[src/rtl/scan_pkg.sv]
package scan_pkg;
  typedef enum logic {
    ST_IDLE = 1'b0,
    ST_SCAN = 1'b1
  } scan_state_e;
endpackage

[src/rtl/flag_bank.sv]
// Sticky per-pixel hit flags waiting for the next readout request.
module flag_bank #(
  parameter int NPIX = 32
) (
  input  logic            clk,
  input  logic            rst_n,
  input  logic [NPIX-1:0] hit_i,
  input  logic            take_i,   // all waiting flags move to the scan
  output logic [NPIX-1:0] pend_o
);
  logic [NPIX-1:0] pend_q;

  always_ff @(posedge clk) begin
    if (!rst_n)      pend_q <= '0;
    else if (take_i) pend_q <= hit_i;          // new hits wait for the next request
    else             pend_q <= pend_q | hit_i;
  end

  assign pend_o = pend_q;
endmodule

[src/rtl/prio_pick.sv]
// Picks the lowest set index (top of the column) of a vector.
module prio_pick #(
  parameter int NPIX = 32,
  parameter int AW   = 5
) (
  input  logic [NPIX-1:0] vec_i,
  output logic [NPIX-1:0] onehot_o,
  output logic [AW-1:0]   idx_o
);
  logic [NPIX:0] seen;

  assign seen[0] = 1'b0;
  for (genvar g = 0; g < NPIX; g++) begin : g_chain
    assign onehot_o[g] = vec_i[g] & ~seen[g];
    assign seen[g+1]   = seen[g] | vec_i[g];
  end

  always_comb begin
    idx_o = '0;
    for (int i = 0; i < NPIX; i++) begin
      if (onehot_o[i]) idx_o = idx_o | AW'(i);
    end
  end
endmodule

[src/rtl/scan_ctrl.sv]
// Readout sequencer: owns the scan vector and the idle/scan state.
module scan_ctrl
  import scan_pkg::*;
#(
  parameter int NPIX = 32
) (
  input  logic            clk,
  input  logic            rst_n,
  input  logic            start_i,
  input  logic            ready_i,
  input  logic [NPIX-1:0] pend_i,
  input  logic [NPIX-1:0] pick_i,
  output logic            take_o,
  output logic [NPIX-1:0] scan_o,
  output logic            busy_o,
  output logic            done_o
);
  scan_state_e     state_q;
  logic [NPIX-1:0] scan_q;
  logic            done_q;
  logic            fire;
  logic [NPIX-1:0] scan_left;

  assign take_o    = (state_q == ST_IDLE) && start_i;
  assign fire      = (state_q == ST_SCAN) && ready_i;
  assign scan_left = scan_q & ~pick_i;

  always_ff @(posedge clk) begin
    if (!rst_n) begin
      state_q <= ST_IDLE;
      scan_q  <= '0;
      done_q  <= 1'b0;
    end else begin
      done_q <= 1'b0;
      if (take_o) begin
        scan_q <= pend_i;
        if (pend_i == '0) done_q  <= 1'b1;
        else              state_q <= ST_SCAN;
      end else if (fire) begin
        scan_q <= scan_left;
        if (scan_left == '0) begin
          state_q <= ST_IDLE;
          done_q  <= 1'b1;
        end
      end
    end
  end

  assign scan_o = scan_q;
  assign busy_o = (state_q == ST_SCAN);
  assign done_o = done_q;
endmodule

[src/rtl/sparse_col_scanner.sv]
module sparse_col_scanner #(
  parameter int NPIX = 32,
  localparam int AW  = (NPIX > 1) ? $clog2(NPIX) : 1
) (
  input  logic            clk,
  input  logic            rst_n,
  input  logic [NPIX-1:0] hit_i,
  input  logic            start_i,
  input  logic            addr_ready_i,
  output logic [AW-1:0]   addr_o,
  output logic            addr_valid_o,
  output logic            busy_o,
  output logic            done_o
);
  logic [NPIX-1:0] pend;
  logic [NPIX-1:0] scan;
  logic [NPIX-1:0] pick;
  logic            take;
  logic            busy;

  flag_bank #(.NPIX(NPIX)) u_flags (
    .clk(clk), .rst_n(rst_n), .hit_i(hit_i), .take_i(take), .pend_o(pend)
  );

  prio_pick #(.NPIX(NPIX), .AW(AW)) u_pick (
    .vec_i(scan), .onehot_o(pick), .idx_o(addr_o)
  );

  scan_ctrl #(.NPIX(NPIX)) u_ctrl (
    .clk(clk), .rst_n(rst_n), .start_i(start_i), .ready_i(addr_ready_i),
    .pend_i(pend), .pick_i(pick), .take_o(take), .scan_o(scan),
    .busy_o(busy), .done_o(done_o)
  );

  assign busy_o       = busy;
  assign addr_valid_o = busy;
endmodule

[config.mk]
export PLATFORM = sky130hd
export DESIGN_NAME = sparse_col_scanner
export DESIGN_NICKNAME = d
export VERILOG_FILES = /design/src/rtl/scan_pkg.sv /design/src/rtl/flag_bank.sv /design/src/rtl/prio_pick.sv /design/src/rtl/scan_ctrl.sv /design/src/rtl/sparse_col_scanner.sv
export SDC_FILE = /design/constraint.sdc
export NUM_CORES = 1
export LEC_CHECK = 0
export CAP_MARGIN = 20
export CELL_PAD_IN_SITES_DETAIL_PLACEMENT = 2
export CELL_PAD_IN_SITES_GLOBAL_PLACEMENT = 2
export CORE_ASPECT_RATIO = 0.6
export CORE_MARGIN = 2
export CORE_UTILIZATION = 29
export DETAILED_ROUTE_END_ITERATION = 6
export PLACE_DENSITY_LB_ADDON = 0.1
export SYNTH_ARGS = -nofsm -noshare
export SYNTH_HDL_FRONTEND = slang
export SYNTH_SLANG_ARGS = --single-unit
[constraint.sdc]
create_clock -name clk -period 3.25 [get_ports clk]
set_input_delay 0.975 -clock clk [delete_from_list [all_inputs] [get_ports clk]]
set_output_delay 0.975 -clock clk [all_outputs]
set_load 0.1 [all_outputs]
==> impl_metrics.csv <==
group,metric,value,unit
logic_synthesis,synth.net_count,442,
clock_tree,cts_root_buf,"clkbuf_16",
clock_tree,hold_buffers,0,
sta,hold_slack,511,ps
clock_tree,clk_latency,330,ps
logic_synthesis,synthArstFlopShare,0,
layout,area_growth,44.1,%
sta,setup_ws,-283,ps
logic_synthesis,synth-seq-cells,66,
setup_path,crit_path_start_kind,"flop",
layout,fin_util,0.427,
layout,diodes,0,
power,p_per_area,606,nW/µm²
floorplan,num_rows,30,
clock_tree,cts.htree.levels,3,
global_route,grt_use_total,0.238,
routing,vias,3514,
setup_path,arrival,2560,ps
run_status,outcome,"finished with violations",
sta,finalHoldViolCount,0,
global_route,grt_overflow,0,
routing,post-route-drc-count,0,
floorplan,die-area,12400,µm²
setup_path,required,2270,ps
routing,drt_iter0_drc,275,
floorplan,coreArea,11300,µm²
sta,worst_pin_slew,570,ps
global_route,grt_max_degree,67,
global_route,grt_pass1_vias,3728,
floorplan,die_h,87.1,µm
routing,routed_wl,14100,µm
min_path,min_path_type,"reg2reg",
place,gp_routability_congestion,0.945,
floorplan,die_w,142,µm
floorplan,initial_utilization,0.296,
place,post-place-cells,603,
routing,firstDrtPassIters,4,
routing,post_drt_wl_per_cell,22.4,µm
sta,skew,7.05,ps
floorplan,io-pin-count,44,
setup_path,cp_max_fo,5,
global_route,grt_antenna_before_repair,0,
sta,max_freq,283,MHz
layout,drive_gt1_frac,0.243,
logic_synthesis,yosysSeqAreaShare,0.396,
sta,maxSlewViolCount,0,
clock_tree,cts_buffers,9,
logic_synthesis,ys.flop_type,"dfxtp_1",
global_route,grt_pass1_wl,22000,µm
layout,fillCellCount,1218,
sta,rsz0062_at_grt,"yes",
clock_tree,clk_pin_slew,60,ps
clock_tree,cts.sinks,66,
setup_path,end_kind,"output pin",
sta,fin_crit,3530,ps
layout,layout_commonest_cell,"dfxtp_1",
layout,final_cell_mix,"60 x dfxtp_1, 56 x buf_4, 43 x a21oi_1",
logic_synthesis,syn_area,3340,µm²
place,post-dp-hpwl,10200,µm
place,io_buffer_count,43,
layout,final_cell_count_no_fill,633,
logic_synthesis,synth_edf_count,0,
sta,post-route-period-util,1.09,
power,p_leak,1.78,nW
logic_synthesis,syn_avg_cell_area,8.22,µm²
run_status,violations,"setup timing",
logic_synthesis,synthDistinctLibCells,47,
logic_synthesis,synth_warnings,0,
sta,slew_headroom,0.620,
routing,ant_nets,0,
clock_tree,cts_buffer_depth,2,
layout,nets,520,
clock_tree,cts_tree,"done",
power,peakVddDrop,0.000312,V
logic_synthesis,synth_cells,406,
sta,finalSetupViolCount,5,
setup_path,crit_type,"reg2out",
routing,viasPerCell,5.55,
flow_run,drv_cap,0,
-- flip-flops by register name, summed over array words and instances, names as in the netlist --
| signal | cells |
|---|---|
| u_ctrl.busy_o | 1 |
| u_flags.pend_o | 32 |
| u_ctrl.done_o | 1 |
| u_ctrl.scan_o | 32 |
-- timing repair --
item / 4_1_cts / 5_1_grt
endpoints found under the setup margin: 5 / 5
buffers inserted: 11 / 3
pin swaps: 11 / 6
gates resized for setup: 19 / 7
-- cell usage after synthesis, types with 2 or more instances --
master	count	area share
buf_2	5	0.0075
o22ai_1	2	0.0038
nand3_1	6	0.0090
o211ai_1	18	0.041
o311ai_0	8	0.021
nand2_1	39	0.044
o31a_1	2	0.0053
or4_1	6	0.014
maj3_1	3	0.0090
nand4_2	2	0.0075
a21boi_0	26	0.059
o32ai_1	3	0.0079
o2111ai_1	2	0.0053
nand4_1	2	0.0038
dfxtp_1	66	0.40
nor3_1	9	0.014
or3_1	5	0.0094
a2111oi_0	3	0.0079
inv_1	7	0.0079
or2_2	3	0.0056
clkbuf_1	24	0.027
nor4_1	11	0.021
o21ai_0	14	0.021
a21oi_1	45	0.068
nor2_1	21	0.024
nand2b_1	3	0.0056
o21a_1	3	0.0068
nand3b_1	3	0.0068
a22oi_1	7	0.016
nor2b_1	39	0.073
nor4_2	3	0.011
-- kinds of logic after synthesis --
logic type,Yosys count,synth area share
DFF,66,0.396
adders and majority gates,3,0.00900
AOI/OAI and AO/OA,142,0.286
buffers and inverters,38,0.0458
and+or+nand+nor,157,0.263
-- routing by layer --
layer | GRT usage | vias to the layer above | share of wire
li1 | - | 1653 | -
met1 | 0.357 | 1766 | 0.53
met2 | 0.355 | 88 | 0.42
met3 | 0.0429 | 7 | 0.049
met4 | 0.0522 | 0 | 0.0063
met5 | 0 | - | 0
-- final timing paths --
path | from | end | slack [ps] | cells past startpoint
min | u_flags.pend_o[31]$_SDFF_PN0_ | u_ctrl.scan_o[31]$_SDFFE_PN0P_ | 510 | 2
min reg2reg | u_flags.pend_o[31]$_SDFF_PN0_ | u_ctrl.scan_o[31]$_SDFFE_PN0P_ | 510 | 2
max | u_ctrl.scan_o[5]$_SDFFE_PN0P_ | addr_o[2] | -280 | 8
max reg2reg | u_ctrl.scan_o[5]$_SDFFE_PN0P_ | u_ctrl.done_o$_SDFF_PN0_ | 480 | 10
-- cell type report --
class | count | area, µm² | share of cell area
tap | 144 | 180 | 0.0375
sequential | 66 | 1330 | 0.278
clock inverter | 6 | 90.1 | 0.0187
clock buffer | 10 | 229 | 0.0476
inverter | 7 | 26.3 | 0.00547
timing repair buffer | 98 | 902 | 0.188
multi-input combinational | 302 | 2040 | 0.425
-- critical path: stages (launching register included) --
cell      delay (ps)
dfxtp_2          360
or4_4            580
nor4_4           290
buf_4            200
nand2_4          100
nor3_4           250
buf_4            150
a2111o_2         120
buf_12           170
-- metrics by stage --
step	setup TNS (ps)	setup WS, ps	cell area, µm²	total power [mW]
final	-1360	-283	4810	2.91
after global routing	-1780	-381	4810	3.03
after CTS	-1110	-249	4760	2.89
after detailed placement	-9.70	-9.70	4270	1.78
after global placement	0	73.8	4270	1.76
after floorplan	-1320	-962	3440	1.43
-- power breakdown --
| group | switching, mW | internal (mW) |
|---|---|---|
| Sequential | 0.0635 | 0.860 |
| Clock | 0.371 | 0.674 |
| Combinational | 0.554 | 0.388 |
| Total | 0.989 | 1.92 |
No activity file was read; power rests on OpenSTA's default activity.
